[src/rtl/irq_window_regs.sv]
module irq_window_regs #(
  parameter int NENT = 24,
  parameter logic [7:0] UNIT_ID = 8'h05,
  parameter logic [7:0] VERSION = 8'h11
) (
  input  logic                 clk,
  input  logic                 rst_n,
  input  logic                 req_valid,
  input  logic                 req_write,
  input  logic [4:0]           req_addr,
  input  logic [31:0]          req_wdata,
  output logic                 rd_valid,
  output logic [31:0]          rd_data,
  output logic [NENT*32-1:0]   ent_lo_flat,
  output logic [NENT*32-1:0]   ent_hi_flat,
  output logic                 bad_index
);
  localparam int EW = $clog2(NENT);
  localparam logic [8:0] END_IDX = 9'(16 + 2 * NENT);
  localparam logic [31:0] LO_KEEP = 32'h0001_AFFF;
  localparam logic [31:0] HI_KEEP = 32'hFF00_0000;
  localparam logic [31:0] LO_RST  = 32'h0001_0000;

  logic [7:0]  sel_q, id_q, arb_q;
  logic [31:0] lo_q [NENT];
  logic [31:0] hi_q [NENT];
  logic [31:0] rmux;

  wire at_sel = (req_addr == 5'd0);
  wire at_win = (req_addr == 5'd16);
  wire is_ent = (sel_q >= 8'h10) && ({1'b0, sel_q} < END_IDX);
  wire defined = (sel_q <= 8'h02) || is_ent;
  wire [7:0] rel = sel_q - 8'h10;
  wire [EW-1:0] ent_idx = EW'(rel[7:1]);
  wire wr = req_valid && req_write;

  always_comb begin
    rmux = 32'h0;
    if (at_sel) rmux = {24'h0, sel_q};
    else if (at_win) begin
      if (sel_q == 8'h00)      rmux = {id_q, 24'h0};
      else if (sel_q == 8'h01) rmux = {8'h0, 8'(NENT - 1), 8'h0, VERSION};
      else if (sel_q == 8'h02) rmux = {arb_q, 24'h0};
      else if (is_ent)         rmux = sel_q[0] ? hi_q[ent_idx] : lo_q[ent_idx];
    end
  end

  always_ff @(posedge clk) begin
    if (!rst_n) begin
      sel_q     <= 8'h0;
      id_q      <= UNIT_ID;
      arb_q     <= UNIT_ID;
      rd_valid  <= 1'b0;
      rd_data   <= 32'h0;
      bad_index <= 1'b0;
      for (int i = 0; i < NENT; i++) begin
        lo_q[i] <= LO_RST;
        hi_q[i] <= 32'h0;
      end
    end else begin
      rd_valid <= req_valid && !req_write;
      if (req_valid && !req_write) rd_data <= rmux;
      if (req_valid && at_win && !defined) bad_index <= 1'b1;
      if (wr && at_sel) sel_q <= req_wdata[7:0];
      if (wr && at_win) begin
        if (sel_q == 8'h00)      id_q  <= req_wdata[31:24];
        else if (sel_q == 8'h02) arb_q <= req_wdata[31:24];
        else if (is_ent) begin
          if (sel_q[0]) hi_q[ent_idx] <= req_wdata & HI_KEEP;
          else          lo_q[ent_idx] <= req_wdata & LO_KEEP;
        end
      end
    end
  end

  for (genvar g = 0; g < NENT; g++) begin : g_flat
    assign ent_lo_flat[32*g +: 32] = lo_q[g];
    assign ent_hi_flat[32*g +: 32] = hi_q[g];
  end
endmodule

[config.mk]
export PLATFORM = sky130hd
export DESIGN_NAME = irq_window_regs
export DESIGN_NICKNAME = d
export VERILOG_FILES = /design/src/rtl/irq_window_regs.sv
export SDC_FILE = /design/constraint.sdc
export NUM_CORES = 1
export LEC_CHECK = 0
export BUFFER_PORTS_ARGS = -buffer_cell sky130_fd_sc_hd__buf_4
export CAP_MARGIN = 20
export CORE_AREA = 2 2 626 628
export DETAILED_ROUTE_END_ITERATION = 12
export DIE_AREA = 0 0 628 630
export PLACE_DENSITY_LB_ADDON = 0.05
export SKIP_CTS_REPAIR_TIMING = 1
export SLEW_MARGIN = 20
export SYNTH_ARGS = -nofsm -noshare
export SYNTH_HDL_FRONTEND = slang
export SYNTH_SLANG_ARGS = --single-unit
export TNS_END_PERCENT = 50
[constraint.sdc]
create_clock -name clk -period 3.7 [get_ports clk]
set_input_delay 0.74 -clock clk [delete_from_list [all_inputs] [get_ports clk]]
set_output_delay 0.74 -clock clk [all_outputs]
set_load 0.02 [all_outputs]
==> summary.md, run 1 <==
| Metric | Value |
|---|---|
| Highest-delay cell along the critical path | `or4_2` |
| Worst R2R Path Depth | `9` |
| Core region area | `388200 um2` |
| Largest net degree at the start of global routing | `75` |
| Top post-synthesis cells by count | `buf_4 (992), edfxtp_1 (736), and2_1 (533), mux4_2 (171), clkbuf_1 (107)` |
| Layout cells sized above 1 | `0.2885` |
| Post-DRT Antenna Nets | `0` |
| Tmin final | `3.349 ns` |
| Root Buffer | `clkbuf_16` |
| Via count | `25040` |
| Wire length per cell | `24.85 um` |
| Status | `completed` |
| Rel. slew slack | `0.3460` |
| Crit Path Category | `flop to flop` |
| Worst path depth | `9` |
| Initial Utilization | `0.1087` |
| Synth Register Bits | `786` |
| Layout Utilization | `0.1432` |
| Clk_lat worst skew | `0.88 ns` |
| Worst Setup End Kind | `flop` |
| # IOs | `1611` |
| Gate Count Post-Synth | `3164` |
| Post-synthesis async set-or-reset flop share | `0` |
| Synth top area share | `0.5237` |
| Crit path DAT | `3.89 ns` |
| Critical path required time | `4.24 ns` |
| Die span in y | `630 um` |
| Fin Clk Skew | `0.07647 ns` |
| Hold Path Class | `input pin to flop` |
| Number of synthesized flops with an enable pin | `736` |
| Mapped cell area | `42210 um2` |
| CTS max path bufs | `4` |
| Syn_area_per_cell | `13.34 um2` |
| Fin. max-slew vios | `0` |
| Remaining DRCs | `0` |
| Vias in the first global route | `25450` |
| Final Cycle Share | `0.9052` |
| Max VDD drop | `0.3897 mV` |
| WHS Path Cells | `3` |
| P&R area growth vs syn | `31.71%` |
| Register area share after synthesis | `0.5474` |
| All-Layer GR Usage | `0.1139` |
| PD cells | `436.4 nW/um2` |
| Crit path max-delay family | `simple AND/OR/NAND/NOR gates` |
| Startpoint class of the critical path | `flop` |
| Synth top area cells | `edfxtp_1 (52%), buf_4 (18%), mux4_2 (9.1%)` |
| Die width | `628 um` |
| IO Port Bufs | `611` |
| Num CTS Buffers | `122` |
| Vias per Instance | `2.653` |
| Router iterations before antenna repair | `5` |
| Full die area | `395600 um2` |
| Gp weighted congestion | `0.6899` |
| DR iter-0 viols | `1403` |
| Clock Sinks | `786` |
| Buf+Inv Stages, Crit Path | `3` |
| Nets | `4167` |
| Max incr delay on CP | `0.59 ns` |
| Actual slew at the worst max-slew pin | `0.9786 ns` |
| Detailed Route WL | `234500 um` |
| Row count | `229` |
| CP Max Fanout | `26` |
| Leakage | `21.54 nW` |
| Fmax | `0.2986 GHz` |
| Total of max-cap violations | `0` |
| Congestion Overflow GR | `0` |
| Final HPWL DP | `178900 um` |
| Cell variety after synth | `63` |
| Hold slack final | `0.2361 ns` |
| Cell Chain, Critical Path | `inv_1, ha_1, or4b_1, a221o_1, or4_2, buf_12, nor3_4, buf_4, nand2b_1` |
| Most common cell in the netlist | `buf_4` |
| CTS tree | `built` |
| Finish-stage setup viols | `0` |
| First-pass GRT wire length | `295400 um` |
| Top_reg_cell synth | `edfxtp_1` |
| Initial antenna violation count | `29` |
| Number of H-tree levels | `3` |
| Syn. warnings | `0` |
| Final Hold Fails | `0` |
| Worst-path clk slew | `0.05 ns` |
| RSZ-0062 raised after global routing | `false` |
| Area leader, netlist | `edfxtp_1` |
[state kept, by name (all words and copies together), names as in the netlist]
name,flops
arb_q,8
bad_index,1
hi_q,256
id_q,8
lo_q,480
rd_data,24
rd_valid,1
sel_q,8
[per-layer routing]
metal	wire length, um	part of all wire	vias to the layer above	GRT usage
met5	0	0	-	0
met4	5120	0.022	0	0.02543
met3	12040	0.051	190	0.02344
met2	120700	0.51	983	0.2054
met1	96650	0.41	12840	0.1379
li1	-	-	11030	-
[power breakdown]
part / internal [mW] / switching (mW) / total (mW)
combinational: 0.537 / 1.98 / 2.52
sequential: 10.1 / 0.277 / 10.4
clock: 6.64 / 4.74 / 11.4
total: 17.3 / 7.00 / 24.3
[per-stage QoR]
step | worst slack, ns | instances | setup TNS [ns] | total power [mW] | instance area, um2
2_1_floorplan | 0.1033 | 4337 | 0 | 12.66 | 46610
3_3_place_gp | -0.2225 | 9195 | -70.24 | 13.15 | 51790
6_report | 0.3506 | 9437 | 0 | 24.26 | 55590
3_5_place_dp | -0.2063 | 9195 | -66.18 | 13.13 | 51790
4_1_cts | 0.3248 | 9412 | 0 | 25.00 | 55530
5_1_grt | 0.2196 | 9413 | 0 | 25.34 | 55530
[layout make-up]
cell class	instances	area, um2
fillers	43520	332700
flip-flops and latches	786	23110
multi-input cells	2388	15340
repair buffers	821	6827
well taps	5197	6502
clock buffers	174	3401
clock inverters	43	336.6
diodes	25	62.56
inverters	3	11.26
[final timing paths]
kind | slack (ns) | endpoint | from
setup / recovery | 0.35 | lo_q[10][14]$_SDFFCE_PN1P_ | sel_q[5]$_SDFFE_PN0P_
hold / removal | 0.24 | bad_index$_SDFFE_PN0P_ | req_valid
setup reg to reg | 0.35 | lo_q[10][14]$_SDFFCE_PN1P_ | sel_q[5]$_SDFFE_PN0P_
hold reg to reg | 0.47 | rd_data[25]$_SDFFE_PN0P_ | rd_data[25]$_SDFFE_PN0P_
[worst min-delay path: stages]
cell     delay, ns
buf_4         0.12
a31oi_1       0.07
nor2_1        0.07
[cell usage in the layout (no fill, tap or decap), types with 5 or more instances in the layout]
cell type / synthesis / final
conb_1: 1 / 1174
buf_4: 992 / 768
edfxtp_1: 736 / 736
and2_1: 533 / 533
mux4_2: 171 / 171
clkbuf_16: 0 / 124
nand2b_1: 83 / 82
buf_12: 1 / 53
mux2i_1: 52 / 52
nand2_1: 46 / 46
dfxtp_1: 50 / 46
a22oi_1: 40 / 40
clkbuf_1: 107 / 39
nor2_1: 39 / 37
diode_2: 0 / 25
clkinv_1: 1 / 23
nor3_4: 23 / 23
o21ai_0: 24 / 23
o22ai_1: 20 / 20
nor3_2: 18 / 18
a21oi_1: 18 / 18
or3_1: 13 / 13
nor3_1: 11 / 11
nor2b_1: 13 / 11
a211oi_1: 11 / 11
clkinv_2: 0 / 11
clkbuf_8: 0 / 11
o22a_1: 8 / 8
mux2_2: 7 / 7
nand3_1: 6 / 6
a2111oi_0: 6 / 6
nand4_1: 5 / 5
o32ai_1: 5 / 5
a211o_1: 5 / 5
o221ai_1: 5 / 5
bufinv_16: 0 / 5
[cell families after synthesis]
kind of cell / Yosys count / synth area share
simple gates: 812 / 0.1229
flops: 786 / 0.5474
compound gates: 168 / 0.02804
mux: 230 / 0.1054
other cells: 1 / 0.00008885
buf+inv: 1163 / 0.1950
fa+ha+maj: 4 / 0.001186
Note: power is estimated with default switching activity, not from simulation.
==> run 2: changes to the inputs <==
--- a/config.mk
+++ b/config.mk
@@ -7,9 +7,9 @@
 export LEC_CHECK = 0
 export BUFFER_PORTS_ARGS = -buffer_cell sky130_fd_sc_hd__buf_4
 export CAP_MARGIN = 20
-export CORE_AREA = 2 2 626 628
+export CORE_AREA = 2 2 625 627
 export DETAILED_ROUTE_END_ITERATION = 12
-export DIE_AREA = 0 0 628 630
+export DIE_AREA = 0 0 627 629
 export PLACE_DENSITY_LB_ADDON = 0.05
 export SKIP_CTS_REPAIR_TIMING = 1
 export SLEW_MARGIN = 20
==> constraint.sdc (replaced) <==
create_clock -name clk -period 4.2 [get_ports clk]
set_input_delay 0.84 -clock clk [delete_from_list [all_inputs] [get_ports clk]]
set_output_delay 0.84 -clock clk [all_outputs]
set_load 0.02 [all_outputs]
==> run 2 against run 1 <==
- setup slack improved by 0.24 ns
- non-clock buffer count fell by 25
- core utilization barely moved
- global-route usage barely moved
- critical endpoint is now lo_q[8][14]$_SDFFCE_PN1P_
- largest cell class unchanged
==> summary.md, run 2 (synthesis results as in run 1) <==
| Metric | Value |
|---|---|
| Layout cells sized above 1 | `0.2834 (-0.005132)` |
| First-pass GRT wire length | `293300 um (-0.72%)` |
| Fin. max-slew vios | `0 (unchanged)` |
| Post-Place Cells | `9170 (-0.27%)` |
| Max VDD drop | `0.3209 mV (-18%)` |
| Gp weighted congestion | `0.6981 (+1.2%)` |
| Congestion Overflow GR | `0 (unchanged)` |
| Largest net degree at the start of global routing | `75 (unchanged)` |
| Status | `completed` |
| All-Layer GR Usage | `0.1144 (+0.0004336)` |
| Vias in the first global route | `24880 (-2.2%)` |
| RSZ-0062 raised after global routing | `false` |
| Row count | `229 (unchanged)` |
| Layout Utilization | `0.1430 (-0.0002330)` |
| Num CTS Buffers | `121 (-0.82%)` |
| Number of flip-flops in the largest register | `480 (unchanged)` |
| Finish-stage setup viols | `0 (unchanged)` |
| Setup TNS | `0 ns (unchanged)` |
| Most common cell after layout, fill and taps aside | `conb_1` |
| Hold Path Class | `input pin to flop` |
| IO Port Bufs | `611 (unchanged)` |
| Leakage | `21.44 nW (-0.44%)` |
| Post-DRT Antenna Nets | `0 (unchanged)` |
| Initial Utilization | `0.1089 (+0.0001607)` |
| Most frequent cells in the layout | `conb_1 (1174), buf_4 (743), edfxtp_1 (736), and2_1 (533), mux4_2 (171)` |
| Crit path max-delay family | `simple AND/OR/NAND/NOR gates` |
| Core region area | `387700 um2 (-0.15%)` |
| Critical path required time | `4.71 ns (+0.47 ns)` |
| Fillcell total | `43480 (-0.087%)` |
| Root Buffer | `clkbuf_16` |
| # IOs | `1611 (unchanged)` |
| Worst path depth | `9 (unchanged)` |
| Nets | `4141 (-0.62%)` |
| DR iter-0 viols | `1363 (-2.9%)` |
| Final worst setup slack | `0.5862 ns (+0.2356 ns)` |
| Remaining DRCs | `0 (unchanged)` |
| Crit-path most repeated cell | `buf_12` |
| Hold slack final | `0.3033 ns (+0.06715 ns)` |
| Placed inst area | `51610 um2 (-0.36%)` |
| Startpoint class of the critical path | `flop` |
| WHS Path Cells | `3 (unchanged)` |
| Die width | `627 um (-0.16%)` |
| P&R area growth vs syn | `31.31%` |
| PD cells | `388.7 nW/um2 (-11%)` |
| Buf+Inv Stages, Crit Path | `3 (unchanged)` |
| Detailed Route WL | `233900 um (-0.27%)` |
| Worst Setup End Kind | `flop` |
| Full die area | `394400 um2 (-0.32%)` |
| Wire length per cell | `24.87 um (about the same)` |
| Tmin final | `3.614 ns (+0.2644 ns)` |
| Crit path DAT | `4.12 ns (+0.23 ns)` |
| Pre-CTS setup slack | `0.3715 ns (+0.5779 ns)` |
| Cell Chain, Critical Path | `inv_1, ha_1, or4b_1, a221o_1, or4_2, buf_12, nor3_4, nand2b_1, buf_12` |
| Fin Clk Skew | `0.09818 ns (+0.02172 ns)` |
| Final Cycle Share | `0.8604 (-0.04482)` |
| Highest-delay cell along the critical path | `or4_2` |
| Crit Path Category | `flop to flop` |
| Pwr Total | `21.54 mW (-11%)` |
| Initial antenna violation count | `32 (+10%)` |
| CTS max path bufs | `4 (unchanged)` |
| Max incr delay on CP | `0.69 ns (+0.10 ns)` |
| Fmax | `0.2767 GHz (-7.3%)` |
| Via count | `25250 (+0.85%)` |
| CTS tree | `built` |
| Router iterations before antenna repair | `5 (unchanged)` |
| Die span in y | `629 um (-0.16%)` |
| Clock Sinks | `786 (unchanged)` |
| Worst R2R Path Depth | `9 (unchanged)` |
| Finished Cell Area | `55420 um2 (-0.31%)` |
| Fin cells | `9404 (-0.35%)` |
| Worst-path clk slew | `0.06 ns (about the same)` |
| Clk_lat worst skew | `0.88 ns (about the same)` |
| Number of H-tree levels | `3 (unchanged)` |
| CP Max Fanout | `12 (-54%)` |
| Largest Register | `lo_q` |
| Final Hold Fails | `0 (unchanged)` |
| Register area | `23110 um2 (about the same)` |
| Total of max-cap violations | `0 (unchanged)` |
| Vias per Instance | `2.685 (+1.2%)` |
| Actual slew at the worst max-slew pin | `1.010 ns (+0.03129 ns)` |
| Area occupied by multi-input gates | `15340 um2 (about the same)` |
| Rel. slew slack | `0.3251 (-0.02087)` |
| Top flop regs | `lo_q x480, hi_q x256, rd_data x24` |
| Final HPWL DP | `177700 um (-0.69%)` |
[run 2: cell count changes in the layout (fill, tap and decap cells not counted), moves of 2 or more]
cell and change:
buf_4 -25, bufinv_16 +5, clkbuf_1 -9, clkbuf_16 -2, clkbuf_8 -7, clkinv_1 +12
diode_2 -7
[run 2: final timing paths]
path / startpoint / endpoint / slack [ns]
worst min register to register: rd_data[9]$_SDFFE_PN0P_ / rd_data[9]$_SDFFE_PN0P_ / 0.46
worst max register to register: sel_q[5]$_SDFFE_PN0P_ / lo_q[8][14]$_SDFFCE_PN1P_ / 0.59
worst max-delay path: sel_q[5]$_SDFFE_PN0P_ / lo_q[8][14]$_SDFFCE_PN1P_ / 0.59
worst min-delay path: req_valid / bad_index$_SDFFE_PN0P_ / 0.30
[run 2: final cells by class]
| type | count | share of cell area |
|---|---|---|
| multi-input cells | 2388 | 0.2768 |
| clock inverters | 60 | 0.009866 |
| diodes | 18 | 0.0008128 |
| clock buffers | 156 | 0.05811 |
| inverters | 3 | 0.0002032 |
| well taps | 5197 | 0.1173 |
| flip-flops and latches | 786 | 0.4171 |
| repair buffers | 796 | 0.1198 |
[run 2: routing by layer]
metal / wire length (um) / track usage
met1: 91820 / 0.1332
met2: 125900 / 0.2158
met3: 12360 / 0.02138
met4: 3773 / 0.02106
met5: 0 / 0
[run 2: where the power goes]
group	internal, mW	switching (mW)
clock network	5.95	4.25
registers	8.88	0.228
logic	0.471	1.76
total	15.3	6.24
[run 2: tightest hold or removal path, delay by kind of cell]
| family | cells | cell delay [ns] |
|---|---|---|
| AND/OR/NAND/NOR | 1 | 0.07 |
| buffers and inverters | 1 | 0.14 |
| AO/OA/AOI/OAI | 1 | 0.09 |
==> run 3: changes to the inputs <==
==> constraint.sdc (replaced) <==
create_clock -name clk -period 4.2 [get_ports clk]
set_input_delay 0.42 -clock clk [delete_from_list [all_inputs] [get_ports clk]]
set_output_delay 0.42 -clock clk [all_outputs]
set_load 0.02 [all_outputs]
==> run 3 against run 2 <==
- power down 0.16%
- cell count hardly changed
- fmax increased by 1.8%
- sequential cell count unchanged
- clock skew is 0.053 ns lower
- core utilization hardly changed
- combinational power hardly changed
- sequential power about the same
==> summary.md, run 3 (synthesis results as in run 1) <==
| Metric | Value |
|---|---|
| Fin. max-slew vios | `0 (unchanged)` |
| Most common cell after layout, fill and taps aside | `conb_1` |
| Number of flip-flops in the largest register | `480 (unchanged)` |
| Logic pwr share | `0.103 (about the same)` |
| RSZ-0062 raised after global routing | `false` |
| Row count | `229 (unchanged)` |
| Full die area | `394400 um2 (unchanged)` |
| Crit-path most repeated cell | `buf_4` |
| Startpoint class of the critical path | `flop` |
| CP Max Fanout | `12 (unchanged)` |
| Die width | `627 um (unchanged)` |
| CTS tree | `built` |
| Crit Path Category | `flop to flop` |
| Worst R2R Path Depth | `10 (+1)` |
| Nets | `4134 (-0.17%)` |
| Router iterations before antenna repair | `4 (-1)` |
| Worst-path clk slew | `0.06 ns (about the same)` |
| Largest Register | `lo_q` |
| Setup TNS | `0 ns (unchanged)` |
| CTS max path bufs | `4 (unchanged)` |
| Post-DRT Antenna Nets | `0 (unchanged)` |
| Vias per Instance | `2.658 (-1.0%)` |
| Number of H-tree levels | `3 (unchanged)` |
| Critical hold path startpoint | `req_wdata[10]` |
| Max incr delay on CP | `0.60 ns (-0.09 ns)` |
| Fillcell total | `43400 (-0.19%)` |
| Rel. slew slack | `0.3851 (+0.05999)` |
| Pint | `15.27 mW (-0.18%)` |
| P&R area growth vs syn | `31.07%` |
| Via count | `25000 (-0.99%)` |
| Fin Clk Skew | `0.04498 ns (-0.05320 ns)` |
| Wire length per cell | `24.61 um (-1.0%)` |
| WHS Path Cells | `1 (-2)` |
| Clk_lat worst skew | `0.87 ns (about the same)` |
| Fmax | `0.2818 GHz (+1.8%)` |
| DR iter-0 viols | `1250 (-8.3%)` |
| Remaining DRCs | `0 (unchanged)` |
| Initial antenna violation count | `15 (-53%)` |
| Final Hold Fails | `0 (unchanged)` |
| Largest net degree at the start of global routing | `69 (-8.0%)` |
| Highest-delay cell along the critical path | `or4_2` |
| Num CTS Buffers | `123 (+1.7%)` |
| Detailed Route WL | `231500 um (-1.0%)` |
| Layout cells sized above 1 | `0.2854 (+0.002012)` |
| Final Cycle Share | `0.8449 (-0.01551)` |
| PD cells | `388.7 nW/um2 (about the same)` |
| Initial Utilization | `0.1089 (unchanged)` |
| Hold Path Class | `input pin to flop` |
| Die span in y | `629 um (unchanged)` |
| Buf+Inv Stages, Crit Path | `4 (+1)` |
| All-Layer GR Usage | `0.1133 (-0.001034)` |
| FF-to-FF End | `lo_q[12][5]$_SDFFCE_PN0P_` |
| Vias in the first global route | `25150 (+1.1%)` |
| Clk pwr share | `0.473 (about the same)` |
| RR Startpoint | `sel_q[5]$_SDFFE_PN0P_` |
| Final HPWL DP | `177300 um (-0.22%)` |
| Most frequent cells in the layout | `conb_1 (1174), buf_4 (740), edfxtp_1 (736), and2_1 (533), mux4_2 (171)` |
| Actual slew at the worst max-slew pin | `0.9223 ns (-0.08759 ns)` |
| Finished Cell Area | `55320 um2 (-0.18%)` |
| Cell Chain, Critical Path | `inv_1, ha_1, buf_4, or4b_1, a221o_1, or4_2, buf_4, nor3_4, nand2b_1, buf_12` |
| Reg2reg setup slack | `0.65 ns (+0.07 ns)` |
| Worst Setup End Kind | `flop` |
| Total of max-cap violations | `0 (unchanged)` |
| Congestion Overflow GR | `0 (unchanged)` |
| IO Port Bufs | `611 (unchanged)` |
| Root Buffer | `clkbuf_16` |
| Status | `completed` |
| Hold endpoint | `lo_q[31][10]$_DFFE_PP_` |
| Crit path DAT | `4.09 ns (-0.03 ns)` |
| First-pass GRT wire length | `292700 um (-0.19%)` |
| Reg power frac | `0.423 (about the same)` |
| Max VDD drop | `0.3263 mV (+1.7%)` |
| Placed inst area | `51440 um2 (-0.32%)` |
| Leakage | `21.40 nW (-0.21%)` |
| Critical path required time | `4.74 ns (+0.03 ns)` |
| Finish-stage setup viols | `0 (unchanged)` |
| Gp weighted congestion | `0.6983 (about the same)` |
| Switching Fraction | `0.2898 (about the same)` |
| Core region area | `387700 um2 (unchanged)` |
| # IOs | `1611 (unchanged)` |
| Pwr Total | `21.50 mW (-0.16%)` |
| Tmin final | `3.549 ns (-0.06513 ns)` |
| Crit path max-delay family | `simple AND/OR/NAND/NOR gates` |
| Top flop regs | `lo_q x480, hi_q x256, rd_data x24` |
| Clock Sinks | `786 (unchanged)` |
| Switching pwr | `6.231 mW (-0.13%)` |
## run 3: worst max-delay path by stage
stage,from,end,slack (ns),cells after the start
3_3_place_gp,sel_q[5]$_SDFFE_PN0P_,lo_q[12][10]$_SDFFCE_PN0P_,0.61,10
3_5_place_dp,sel_q[5]$_SDFFE_PN0P_,lo_q[12][10]$_SDFFCE_PN0P_,0.60,10
4_1_cts,sel_q[5]$_SDFFE_PN0P_,lo_q[12][5]$_SDFFCE_PN0P_,0.55,10
6_report,sel_q[5]$_SDFFE_PN0P_,lo_q[12][5]$_SDFFCE_PN0P_,0.65,10
5_1_grt,sel_q[5]$_SDFFE_PN0P_,lo_q[12][5]$_SDFFCE_PN0P_,0.46,10
2_1_floorplan,sel_q[4]$_SDFFE_PN0P_,lo_q[0][0]$_SDFFCE_PN0P_,0.42,8
## run 3: per-stage QoR
step / hold slack (ns) / util / std cells / setup WS, ns
final: 0.07028 / 0.1427 / 9406 / 0.6514
after global routing: 0.01763 / 0.1425 / 9382 / 0.4568
after global placement: 0.4476 / 0.1327 / 9160 / 0.6135
after floorplan: 0.4420 / - / 4337 / 0.4181
after CTS: -0.1755 / 0.1425 / 9380 / 0.5518
after detailed placement: 0.4496 / 0.1327 / 9160 / 0.5954
## run 3: power by group through the flow
stage,combinational [mW],clock (mW),sequential (mW)
2_1_floorplan,1.80,0,9.36
3_3_place_gp,2.29,0,9.29
3_5_place_dp,2.28,0,9.28
4_1_cts,2.28,10.7,9.13
5_1_grt,2.39,10.9,9.14
6_report,2.22,10.2,9.10
## run 3: area by class of cell
class / count / area [um2] / area share
clock buffer: 154 / 3267 / 0.05906
tap: 5197 / 6502 / 0.1175
timing repair buffer: 787 / 6486 / 0.1173
antenna: 25 / 62.56 / 0.001131
clock inverter: 66 / 538.0 / 0.009726
inverter: 3 / 11.26 / 0.0002036
multi-input combinational: 2388 / 15340 / 0.2773
sequential: 786 / 23110 / 0.4178
## run 3: routing by layer
metal,global-route usage,vias up,wire (um)
li1,-,10980,-
met1,0.1284,12950,89770
met2,0.2154,898,125200
met3,0.02552,178,12700
met4,0.01993,0,3789
met5,0,-,0
